<file path="src/rtl/dfc_pkg.sv">
package dfc_pkg;

  typedef enum logic {
    DFC_CLEAR  = 1'b0,
    DFC_COMMIT = 1'b1
  } dfc_op_e;

  // Slot selection rule for invalidation; register fields are zero-extended to 8 bits.
  function automatic logic slot_hit(input logic vld, input logic flt, input logic [7:0] reg_i,
                                    input logic op_flt, input logic all, input logic [7:0] tgt);
    return vld && (flt == op_flt) && (all || (reg_i == tgt));
  endfunction

endpackage

</file>
<file path="src/rtl/dfc_flag_bank.sv">
module dfc_flag_bank #(
  parameter int NREG = 64,
  localparam int RW = $clog2(NREG)
) (
  input  logic            clk,
  input  logic            rst_n,
  input  logic            set_en,
  input  logic [RW-1:0]   set_idx,
  input  logic            clr_en,
  input  logic [NREG-1:0] clr_mask,
  output logic [NREG-1:0] flags
);

  always_ff @(posedge clk or negedge rst_n) begin
    if (!rst_n) flags <= '0;
    else if (clr_en) flags <= flags & ~clr_mask;
    else if (set_en) flags[set_idx] <= 1'b1;
  end

  assert_clear_R4: assert property (@(posedge clk) disable iff (!rst_n)
    clr_en |=> ((flags & $past(clr_mask)) == '0));

  assert_set_R2: assert property (@(posedge clk) disable iff (!rst_n)
    (set_en && !clr_en) |=> flags[$past(set_idx)]);

  assert_idle_R10: assert property (@(posedge clk) disable iff (!rst_n)
    (!set_en && !clr_en) |=> $stable(flags));

endmodule

</file>
<file path="src/rtl/dfc_slot_table.sv">
module dfc_slot_table
  import dfc_pkg::*;
#(
  parameter int NSLOT = 4,
  parameter int RW    = 6,
  parameter int AW    = 32
) (
  input  logic              clk,
  input  logic              rst_n,
  input  logic              alloc_en,
  input  logic              alloc_float,
  input  logic [RW-1:0]     alloc_reg,
  input  logic [AW-1:0]     alloc_addr,
  input  logic              kill_en,
  input  logic              kill_float,
  input  logic              kill_all,
  input  logic [RW-1:0]     kill_reg,
  output logic [NSLOT-1:0]  slot_valid,
  output logic [NSLOT-1:0]  slot_float,
  output logic [NSLOT*RW-1:0] slot_reg,
  output logic [NSLOT*AW-1:0] slot_addr
);

  logic [NSLOT-1:0] grant;
  logic [NSLOT-1:0] hit;

  always_comb begin
    logic taken;
    taken = 1'b0;
    grant = '0;
    for (int i = 0; i < NSLOT; i++) begin
      if (!slot_valid[i] && !taken) begin
        grant[i] = 1'b1;
        taken = 1'b1;
      end
    end
  end

  for (genvar i = 0; i < NSLOT; i++) begin : g_slot
    assign hit[i] = slot_hit(slot_valid[i], slot_float[i], 8'(slot_reg[i*RW +: RW]),
                             kill_float, kill_all, 8'(kill_reg));

    always_ff @(posedge clk or negedge rst_n) begin
      if (!rst_n) begin
        slot_valid[i]          <= 1'b0;
        slot_float[i]          <= 1'b0;
        slot_reg[i*RW +: RW]   <= '0;
        slot_addr[i*AW +: AW]  <= '0;
      end else if (kill_en && hit[i]) begin
        slot_valid[i]          <= 1'b0;
        slot_float[i]          <= 1'b0;
        slot_reg[i*RW +: RW]   <= '0;
        slot_addr[i*AW +: AW]  <= '0;
      end else if (alloc_en && grant[i]) begin
        slot_valid[i]          <= 1'b1;
        slot_float[i]          <= alloc_float;
        slot_reg[i*RW +: RW]   <= alloc_reg;
        slot_addr[i*AW +: AW]  <= alloc_addr;
      end
    end
  end

  assert_grant_R3: assert property (@(posedge clk) disable iff (!rst_n) $onehot0(grant));

  assert_full_R3: assert property (@(posedge clk) disable iff (!rst_n)
    (alloc_en && !kill_en && (&slot_valid)) |=> $stable(slot_valid));

  assert_kill_R6: assert property (@(posedge clk) disable iff (!rst_n)
    kill_en |=> (($past(hit) & slot_valid) == '0));

  assert_kill_shrink_R6: assert property (@(posedge clk) disable iff (!rst_n)
    (kill_en && !alloc_en) |=> ($countones(slot_valid) <= $countones($past(slot_valid))));

endmodule

</file>
<file path="src/rtl/dfc_commit_unit.sv">
module dfc_commit_unit
  import dfc_pkg::*;
#(
  parameter int NREG  = 64,
  parameter int NSLOT = 4,
  parameter int AW    = 32,
  localparam int RW   = $clog2(NREG)
) (
  input  logic                clk,
  input  logic                rst_n,
  input  logic                op_valid,
  input  logic                op_commit,
  input  logic                op_float,
  input  logic                op_all,
  input  logic [RW-1:0]       op_reg,
  input  logic                tgt_ok,
  input  logic                hi_avail,
  input  logic                lo_avail,
  input  logic                log_valid,
  input  logic                log_enable,
  input  logic                rec_valid,
  input  logic                rec_float,
  input  logic [RW-1:0]       rec_reg,
  input  logic [AW-1:0]       rec_addr,
  output logic [NREG-1:0]     ne_int,
  output logic [NREG-1:0]     ne_fp,
  output logic [NSLOT-1:0]    slot_valid,
  output logic [NSLOT-1:0]    slot_float,
  output logic [NSLOT*RW-1:0] slot_reg,
  output logic [NSLOT*AW-1:0] slot_addr,
  output logic                commit_exc
);

  localparam int HALF = NREG / 2;

  function automatic logic pending_of(input logic [NREG-1:0] v, input logic all,
                                      input logic [RW-1:0] idx, input logic hi, input logic lo);
    if (!all) return v[idx];
    return (hi && (|v[NREG-1:HALF])) || (lo && (|v[HALF-1:0]));
  endfunction

  function automatic logic [NREG-1:0] mask_of(input logic all, input logic [RW-1:0] idx,
                                              input logic hi, input logic lo);
    logic [NREG-1:0] m;
    m = '0;
    if (!all) m[idx] = 1'b1;
    else begin
      if (hi) m[NREG-1:HALF] = {(NREG-HALF){1'b1}};
      if (lo) m[HALF-1:0]    = {HALF{1'b1}};
    end
    return m;
  endfunction

  dfc_op_e          op_kind;
  logic             op_go;
  logic             log_act;
  logic             rec_go;
  logic             pend_hit;
  logic             slot_kill;
  logic             exc_d;
  logic [NREG-1:0]  sel_vec;
  logic [NREG-1:0]  clr_mask;

  assign op_kind   = dfc_op_e'(op_commit);
  assign op_go     = op_valid && tgt_ok;
  assign log_act   = log_valid && log_enable;
  assign rec_go    = rec_valid && !op_valid;
  assign sel_vec   = op_float ? ne_fp : ne_int;
  assign pend_hit  = pending_of(sel_vec, op_all, op_reg, hi_avail, lo_avail);
  assign clr_mask  = mask_of(op_all, op_reg, hi_avail, lo_avail);
  assign slot_kill = op_go && log_act && ((op_kind == DFC_CLEAR) || pend_hit);
  assign exc_d     = op_go && log_act && (op_kind == DFC_COMMIT) && pend_hit;

  dfc_flag_bank #(.NREG(NREG)) u_int_bank (
    .clk(clk), .rst_n(rst_n),
    .set_en(rec_go && !rec_float), .set_idx(rec_reg),
    .clr_en(op_go && !op_float), .clr_mask(clr_mask),
    .flags(ne_int)
  );

  dfc_flag_bank #(.NREG(NREG)) u_fp_bank (
    .clk(clk), .rst_n(rst_n),
    .set_en(rec_go && rec_float), .set_idx(rec_reg),
    .clr_en(op_go && op_float), .clr_mask(clr_mask),
    .flags(ne_fp)
  );

  dfc_slot_table #(.NSLOT(NSLOT), .RW(RW), .AW(AW)) u_slots (
    .clk(clk), .rst_n(rst_n),
    .alloc_en(rec_go && log_act), .alloc_float(rec_float),
    .alloc_reg(rec_reg), .alloc_addr(rec_addr),
    .kill_en(slot_kill), .kill_float(op_float), .kill_all(op_all), .kill_reg(op_reg),
    .slot_valid(slot_valid), .slot_float(slot_float),
    .slot_reg(slot_reg), .slot_addr(slot_addr)
  );

  always_ff @(posedge clk or negedge rst_n) begin
    if (!rst_n) commit_exc <= 1'b0;
    else        commit_exc <= exc_d;
  end

  assert_exc_cause_R7: assert property (@(posedge clk) disable iff (!rst_n)
    commit_exc |-> $past(op_valid && tgt_ok && op_commit && log_valid && log_enable));

  assert_hold_R9: assert property (@(posedge clk) disable iff (!rst_n)
    (op_valid && !tgt_ok) |=> (!commit_exc && $stable(ne_int) && $stable(ne_fp)
                               && $stable(slot_valid)));

  assert_nolog_R8: assert property (@(posedge clk) disable iff (!rst_n)
    (op_valid && !(log_valid && log_enable)) |=> (!commit_exc && $stable(slot_valid)));

  assert_other_type_R10: assert property (@(posedge clk) disable iff (!rst_n)
    (op_valid && op_float) |=> $stable(ne_int));

endmodule

</file>
<file path="config.mk">
export PLATFORM = sky130hd
export DESIGN_NAME = dfc_commit_unit
export DESIGN_NICKNAME = d
export VERILOG_FILES = /design/src/rtl/dfc_pkg.sv /design/src/rtl/dfc_flag_bank.sv /design/src/rtl/dfc_slot_table.sv /design/src/rtl/dfc_commit_unit.sv
export SDC_FILE = /design/constraint.sdc
export NUM_CORES = 1
export LEC_CHECK = 0
export ABC_AREA = 0
export CAP_MARGIN = 10
export CORE_UTILIZATION = 34
export CTS_CLUSTER_SIZE = 8
export DETAILED_ROUTE_END_ITERATION = 7
export DONT_BUFFER_PORTS = 1
export GPL_ROUTABILITY_DRIVEN = 0
export GPL_TIMING_DRIVEN = 0
export PLACE_DENSITY = 0.52
export SKIP_CTS_REPAIR_TIMING = 1
export SLEW_MARGIN = 20
export SYNTH_ARGS = -nofsm -noshare
export SYNTH_HDL_FRONTEND = slang
export SYNTH_HIERARCHICAL = 1
export SYNTH_SLANG_ARGS = --single-unit
</file>
<file path="constraint.sdc">
create_clock -name clk -period 3 [get_ports clk]
set_input_delay 0.45 -clock clk [delete_from_list [all_inputs] [get_ports clk]]
set_output_delay 0.45 -clock clk [all_outputs]
set_load 0.005 [all_outputs]
</file>
==> results of run 1 <==
cell type report:
class | instances | share of cell area [%]
Sequential cell | 289 | 42.7
Multi-Input combinational cell | 973 | 41.6
Clock buffer | 47 | 6.62
Tap cell | 585 | 4.32
Buffer | 115 | 4.28
Timing Repair Buffer | 8 | 0.362
Inverter | 3 | 0.0665
Clock inverter | 1 | 0.0517
per-layer routing:
metal / GRT usage (%) / part of all wire [%] / vias to the layer above / wire, µm
met5: 0 / 0 / - / 0
li1: - / - / 5190 / -
met4: 11.3 / 3.9 / 0 / 2450
met3: 9.71 / 11 / 166 / 6790
met1: 32.8 / 38 / 6174 / 23400
met2: 45.3 / 47 / 710 / 29300
worst max-delay path by stage:
stage	startpoint	to	slack (ns)	cells after the start
after detailed placement	op_reg[2]	u_slots/slot_addr[125]	-1.05	12
final	u_fp_bank/flags[29]	u_slots/slot_addr[110]	0.009	12
after floorplan	op_reg[2]	u_slots/slot_addr[26]	0.18	12
after CTS	u_fp_bank/flags[32]	u_slots/slot_addr[125]	-0.59	11
after global placement	op_reg[2]	u_slots/slot_addr[20]	-1.10	11
after global routing	op_float	u_slots/slot_reg[19]	-0.03	15
power by group:
| group | switching [W] | leakage, nW | internal [W] |
|---|---|---|---|
| clock | 0.00171 | 0.557 | 0.00259 |
| sequential | 0.00107 | 3.85 | 0.00477 |
| combinational | 0.000954 | 3.53 | 0.000850 |
placed cells by master (no fill, tap or decap), types with 7 or more instances in the layout:
cell type    n
buf_2       58
nand4_1     15
buf_6       22
nor2_1      12
clkbuf_16   43
o21ai_0     64
nor4b_2      7
nand2_1    211
nor3_2      43
or2_0        8
clkbuf_1    23
nor4_1      24
xnor2_1     19
and4bb_2    13
dfrtp_1    287
nor3_1      82
nand4b_1    11
buf_4       16
a21oi_2     10
o22ai_1     36
a22o_1      88
o2bb2ai_1   40
a21oi_1     33
mux2i_1    179
cell families after synthesis:
| family | Yosys count | share of synthesized area (%) |
|---|---|---|
| and+or+nand+nor | 480 | 18.9 |
| buffers and inverters | 118 | 4.69 |
| xor gates and xnor gates | 28 | 1.81 |
| AOI/OAI and AO/OA | 282 | 13.3 |
| DFF | 289 | 48.9 |
| muxes | 183 | 12.4 |
cell usage after synthesis (6+ instances only):
cell type	count	share of area, %
a22o_1	88	5.2
xnor2_1	19	1.1
nor3_2	40	2.7
nor4_1	27	1.1
o22ai_1	36	1.5
a21oi_1	43	1.5
and4bb_2	13	1.1
xor2_1	6	0.36
nand2_1	211	5.4
nand4_1	15	0.63
buf_6	17	1.3
nand4b_1	11	0.65
mux2i_1	183	12
clkbuf_1	31	0.79
nor4b_1	6	0.36
buf_2	54	1.8
nor2_1	13	0.33
or2_0	8	0.34
buf_4	9	0.46
dfrtp_1	289	49
o2bb2ai_1	40	2.4
nand3b_1	6	0.30
o21ai_0	65	2.2
nor3_1	85	2.9
metrics by stage:
stage                     power [W]  instances
after CTS                    0.0120       2013
after detailed placement    0.00765       1965
after floorplan             0.00684       1380
final                        0.0119       2021
after global placement      0.00757       1965
after global routing         0.0125       2021
critical path: stages (launching register included):
cell and delay (ns):
dfrtp_1 0.43, mux2i_1 0.32, o22ai_1 0.14, nor4_1 0.39, o22ai_1 0.23, o41ai_2 0.23
buf_4 0.17, o311ai_4 0.18, and2_4 0.21, nand4_1 0.11, o21ai_4 0.14, buf_6 0.19
a21oi_1 0.12
==> impl_metrics.py, run 1 <==
metrics = {
    "status": {
        "status": "complete, but fails checks",
        "violations": "negative hold slack",
    },
    "floorplan": {
        "initial_core_util_pct": 34.4,
        "core-area_um2": 43000,
        "row_count": 76,
        "dieArea_um2": 44400,
        "chipWidth_um": 211,
        "ios": 346,
        "chipHeight_um": 211,
    },
    "synth": {
        "ys_warn_count": 6,
        "ys_seq_elements": 289,
        "netlist_instances": 1380,
        "synth-seq-area-share_pct": 48.9,
        "synth_fp_nets": 1437,
        "yosysUniqueCellTypes": 56,
        "synth_flop_cell": "dfrtp_1",
        "synth_edf_count": 0,
        "synth.avg_cell_area_um2": 10.7,
        "async_flop_share_pct": 100,
        "syn_area_um2": 14800,
    },
    "cts": {
        "cts_buffer_depth": 3,
        "cts_tree": "done",
        "clock-root-buffer": "clkbuf_16",
        "htreeDepth": 2,
        "clk_latency_ns": 0.57,
        "numClockSinks": 289,
        "cts-buffers-inserted": 42,
        "path_clk_slew_ns": 0.05,
    },
    "place": {
        "pre_cts_ws_ns": -1.05,
        "placed_cell_area_um2": 15600,
        "numPortBuffers": 0,
        "hpwl_um": 44600,
    },
    "drt": {
        "post_drt_wl_per_cell_um": 30.6,
        "dr.pass1.iters": 6,
        "drt_iter0_drc": 1215,
        "routed_via_density": 6.06,
        "num_vias": 12200,
        "postRouteWirelength_um": 61900,
        "drc_errors": 0,
        "ant_nets": 0,
    },
    "finish": {
        "top_register": "u_slots/slot_addr",
        "finish.net_count": 1489,
        "utilization_pct": 39.4,
        "seq_area_um2": 7230,
        "nFillCells": 4282,
        "largest_reg_flops": 128,
        "drive_gt1_share_pct": 17.6,
        "area_growth_pct": 14.4,
        "multi_input_area_um2": 7030,
        "reg_top3": "u_slots/slot_addr: 128 flops, u_fp_bank/flags: 64 flops, u_int_bank/flags: 64 flops",
        "diodes": 0,
        "final_cell_area_um2": 16900,
    },
    "setup_path": {
        "r2r-end": "u_slots/slot_addr[110]",
        "path_max_fanout": 10,
        "worst-r2r-setup-slack_ns": 0.009,
        "r2r_start": "u_fp_bank/flags[29]",
        "worstSetupPathType": "flip-flop to flip-flop",
        "required_ns": 3.47,
        "reg2reg_depth": 12,
        "cp-end-kind": "flip-flop",
        "cp-start-kind": "flip-flop",
        "cp.arrival_ns": 3.46,
    },
    "pwr": {
        "vdd_drop_max_v": 0.000507,
        "pwr_density_cell_nw_per_um2": 705,
        "leakage_nw": 7.94,
    },
    "global_routing": {
        "grt_pass1_wl_um": 89500,
        "first_global_vias": 12600,
        "grt_use_total_pct": 27.6,
        "grt_start_max_net_pins": 290,
        "antenna_found_initial": 0,
        "overflow": 0,
    },
    "sta": {
        "rsz0062_at_grt": "yes",
        "layout_min_cycle_time_ns": 2.99,
        "relSlewSlack_pct": 34.8,
        "hold_viol": 289,
        "setup_viol": 0,
        "skew_ns": 0.0269,
        "hold_ws_ns": -0.417,
        "drv_slew": 0,
        "tightest_slew_ns": 0.970,
        "fin_setup_tns_ns": 0,
        "period_share_pct": 99.7,
        "finalWorstSetupSlack_ns": 0.00867,
        "fmax_mhz": 334,
    },
    "hold_path": {
        "hold_path_class": "primary input to async pin",
    },
    "flow_run": {
        "maxCapViolations": 0,
    },
}
(Power assumes the default switching activity.)
==> inputs of run 2 (changes only) <==
--- a/config.mk
+++ b/config.mk
@@ -5,7 +5,7 @@
 export SDC_FILE = /design/constraint.sdc
 export NUM_CORES = 1
 export LEC_CHECK = 0
-export ABC_AREA = 0
+export ABC_AREA = 1
 export CAP_MARGIN = 10
 export CORE_UTILIZATION = 34
 export CTS_CLUSTER_SIZE = 8
==> impl_metrics.py, run 2 <==
metrics = {
    "status": {
        "status": "complete, but fails checks",
        "violations": "negative hold slack",
    },
    "setup_path": {
        "worstSetupPathType": "primary input to flip-flop",
        "cp-start-kind": "primary input",
        "slowest_stage": "a21oi_1",
        "path_cells": "buf_4 -> buf_2 -> nand2_1 -> nand2_1 -> nand2_1 -> nand2_1 -> nor2_1 -> nand2_1 -> nand2_1 -> nand2_1 -> nor2_1 -> nand2_1 -> nand2_1 -> nand3_1 -> nand2_1 -> inv_1 -> o211ai_1 -> a21oi_1 -> clkbuf_2 -> a21oi_1",
        "required_ns": 3.43,
        "cp-end-kind": "flip-flop",
        "cp.arrival_ns": 3.33,
        "crit_cells": 20,
        "slowest_delay_ns": 0.45,
        "reg2reg_depth": 18,
        "critical_path_buf_inv_count": 4,
        "path_max_fanout": 10,
        "cpLargestDelayFamily": "buffers and inverters",
        "critical_path.most_common_cell": "nand2_1",
    },
    "drt": {
        "drt_iter0_drc": 1591,
        "post_drt_wl_per_cell_um": 23.0,
        "postRouteWirelength_um": 70000,
        "dr.pass1.iters": 7,
        "ant_nets": 0,
        "routed_via_density": 5.34,
        "num_vias": 16300,
        "drc_errors": 0,
    },
    "sta": {
        "layout_min_cycle_time_ns": 2.90,
        "hold_viol": 289,
        "setup_viol": 0,
        "tightest_slew_ns": 0.998,
        "fmax_mhz": 344,
        "period_share_pct": 96.8,
        "fin_setup_tns_ns": 0,
        "skew_ns": 0.0235,
        "drv_slew": 0,
        "relSlewSlack_pct": 33.2,
        "hold_ws_ns": -0.424,
    },
    "synth": {
        "synth_common_cells": "nand2_1, dfrtp_1, inv_1",
        "ys_seq_elements": 289,
        "synth_fp_nets": 2445,
        "synth_edf_count": 0,
        "synth.avg_cell_area_um2": 6.71,
        "synth_flop_cell": "dfrtp_1",
        "netlist_instances": 2388,
        "synth.most_common_cell": "nand2_1",
        "async_flop_share_pct": 100,
        "ys_warn_count": 6,
        "synth_area_leaders": "dfrtp_1, nand2_1, o21ai_0",
        "yosysUniqueCellTypes": 29,
        "yosys.area.top_type_share_pct": 45.1,
        "yosys.area.top_type": "dfrtp_1",
        "syn_area_um2": 16000,
        "synth-seq-area-share_pct": 45.1,
    },
    "finish": {
        "largest_reg_flops": 128,
        "top_register": "u_slots/slot_addr",
        "utilization_pct": 38.7,
        "seq_area_um2": 7230,
        "multi_input_area_um2": 7280,
        "reg_top3": "u_slots/slot_addr: 128 flops, u_fp_bank/flags: 64 flops, u_int_bank/flags: 64 flops",
        "drive_gt1_share_pct": 6.60,
        "area_growth_pct": 12.3,
        "finish.net_count": 2489,
        "nFillCells": 4918,
        "diodes": 0,
        "layout_common_cells": "nand2_1, dfrtp_1, inv_1",
        "final_common_cell": "nand2_1",
    },
    "floorplan": {
        "initial_core_util_pct": 34.4,
        "dieArea_um2": 48000,
        "row_count": 79,
        "core-area_um2": 46600,
        "ios": 346,
        "chipHeight_um": 219,
        "chipWidth_um": 219,
    },
    "global_routing": {
        "grt_use_total_pct": 28.9,
        "grt_pass1_wl_um": 102000,
        "overflow": 0,
        "first_global_vias": 15600,
        "grt_start_max_net_pins": 290,
        "antenna_found_initial": 0,
    },
    "cts": {
        "cts-buffers-inserted": 42,
        "cts_tree": "done",
        "clock-root-buffer": "clkbuf_16",
        "path_clk_slew_ns": 0.05,
        "numClockSinks": 289,
        "cts_buffer_depth": 3,
        "htreeDepth": 2,
        "clk_latency_ns": 0.58,
    },
    "flow_run": {
        "maxCapViolations": 0,
    },
    "pwr": {
        "leakage_nw": 9.36,
        "vdd_drop_max_v": 0.000405,
        "pwr_density_cell_nw_per_um2": 755,
    },
    "hold_path": {
        "hold_path_class": "primary input to async pin",
    },
    "place": {
        "numPortBuffers": 0,
        "hpwl_um": 51700,
    },
}
-- run 2: cell count changes after synthesis, sizes merged, moves of 35 or more --
cell / previous run / this run
nand2: 211 / 1081
inv: 3 / 273
mux2i: 183 / 0
o21ai: 66 / 228
a21oi: 43 / 165
nor3: 125 / 8
nor2: 13 / 127
a22o: 88 / 0
nand3: 6 / 81
o2bb2ai: 40 / 0
buf: 84 / 45
o22ai: 36 / 0
clkbuf: 31 / 66
-- run 2: worst register-to-register path, stage by stage, from the launching register on --
cell and delay [ns]:
dfrtp_1 0.50, nand2_1 0.09, nand2_1 0.10, nand2_1 0.06, nand2_1 0.07, nor2_1 0.04
nand2_1 0.08, nand2_1 0.05, nand2_1 0.09, nor2_1 0.05, nand2_1 0.07, nand2_1 0.11
nand3_1 0.11, nand2_1 0.08, inv_1 0.19, o211ai_1 0.13, a21oi_1 0.45, clkbuf_2 0.36
a21oi_1 0.11
-- run 2: where the power goes --
part | internal (W) | switching [W] | total, W | leakage, nW
combinational | 0.00103 | 0.00199 | 0.00301 | 5.04
clock | 0.00254 | 0.00182 | 0.00435 | 0.552
sequential | 0.00494 | 0.00128 | 0.00622 | 3.78
-- run 2: metrics by stage --
stage	instances	cell area (µm²)	worst slack (ns)	power, W
global placement	2995	16800	-1.09	0.00910
floorplan	2388	16000	0.580	0.00793
detailed placement	2995	16800	-1.09	0.00920
CTS	3045	17900	-0.495	0.0136
global route	3045	18000	-0.00861	0.0144
finish	3045	18000	0.0965	0.0136
-- run 2: cell type report --
cell class	instances	area share [%]
clock inverters	3	0.209
well taps	607	4.22
clock buffers	47	6.06
plain buffers	111	3.11
flip-flops and latches	289	40.2
multi-input cells	1713	40.5
inverters	275	5.74
-- run 2: path summary, 6_finish.rpt --
| path | start | end | slack, ns |
|---|---|---|---|
| min | rst_n | u_fp_bank/flags[30] | -0.42 |
| max reg2reg | u_int_bank/flags[63] | u_slots/slot_addr[10] | 0.12 |
| min reg2reg | u_fp_bank/flags[39] | u_fp_bank/flags[39] | 0.53 |
| min in group clk | op_commit | commit_exc | 0 |
| max | op_float | u_slots/slot_addr[10] | 0.1 |
| max in group asynchronous | rst_n | u_slots/slot_addr[39] | 2.84 |
-- run 2: kinds of logic after synthesis --
kind of cell           after synthesis  synth area share (%)
AO/OA/AOI/OAI                      404                  13.0
buffers and inverters              386                  9.77
AND/OR/NAND/NOR                   1309                  32.1
flip-flops                         289                  45.1
-- run 2: per-layer routing --
layer	vias up	wire (µm)	GRT usage, %
li1	7476	-	-
met1	7785	25300	32.6
met2	831	33900	49.3
met3	177	7300	8.88
met4	0	3390	14.0
met5	-	0	0
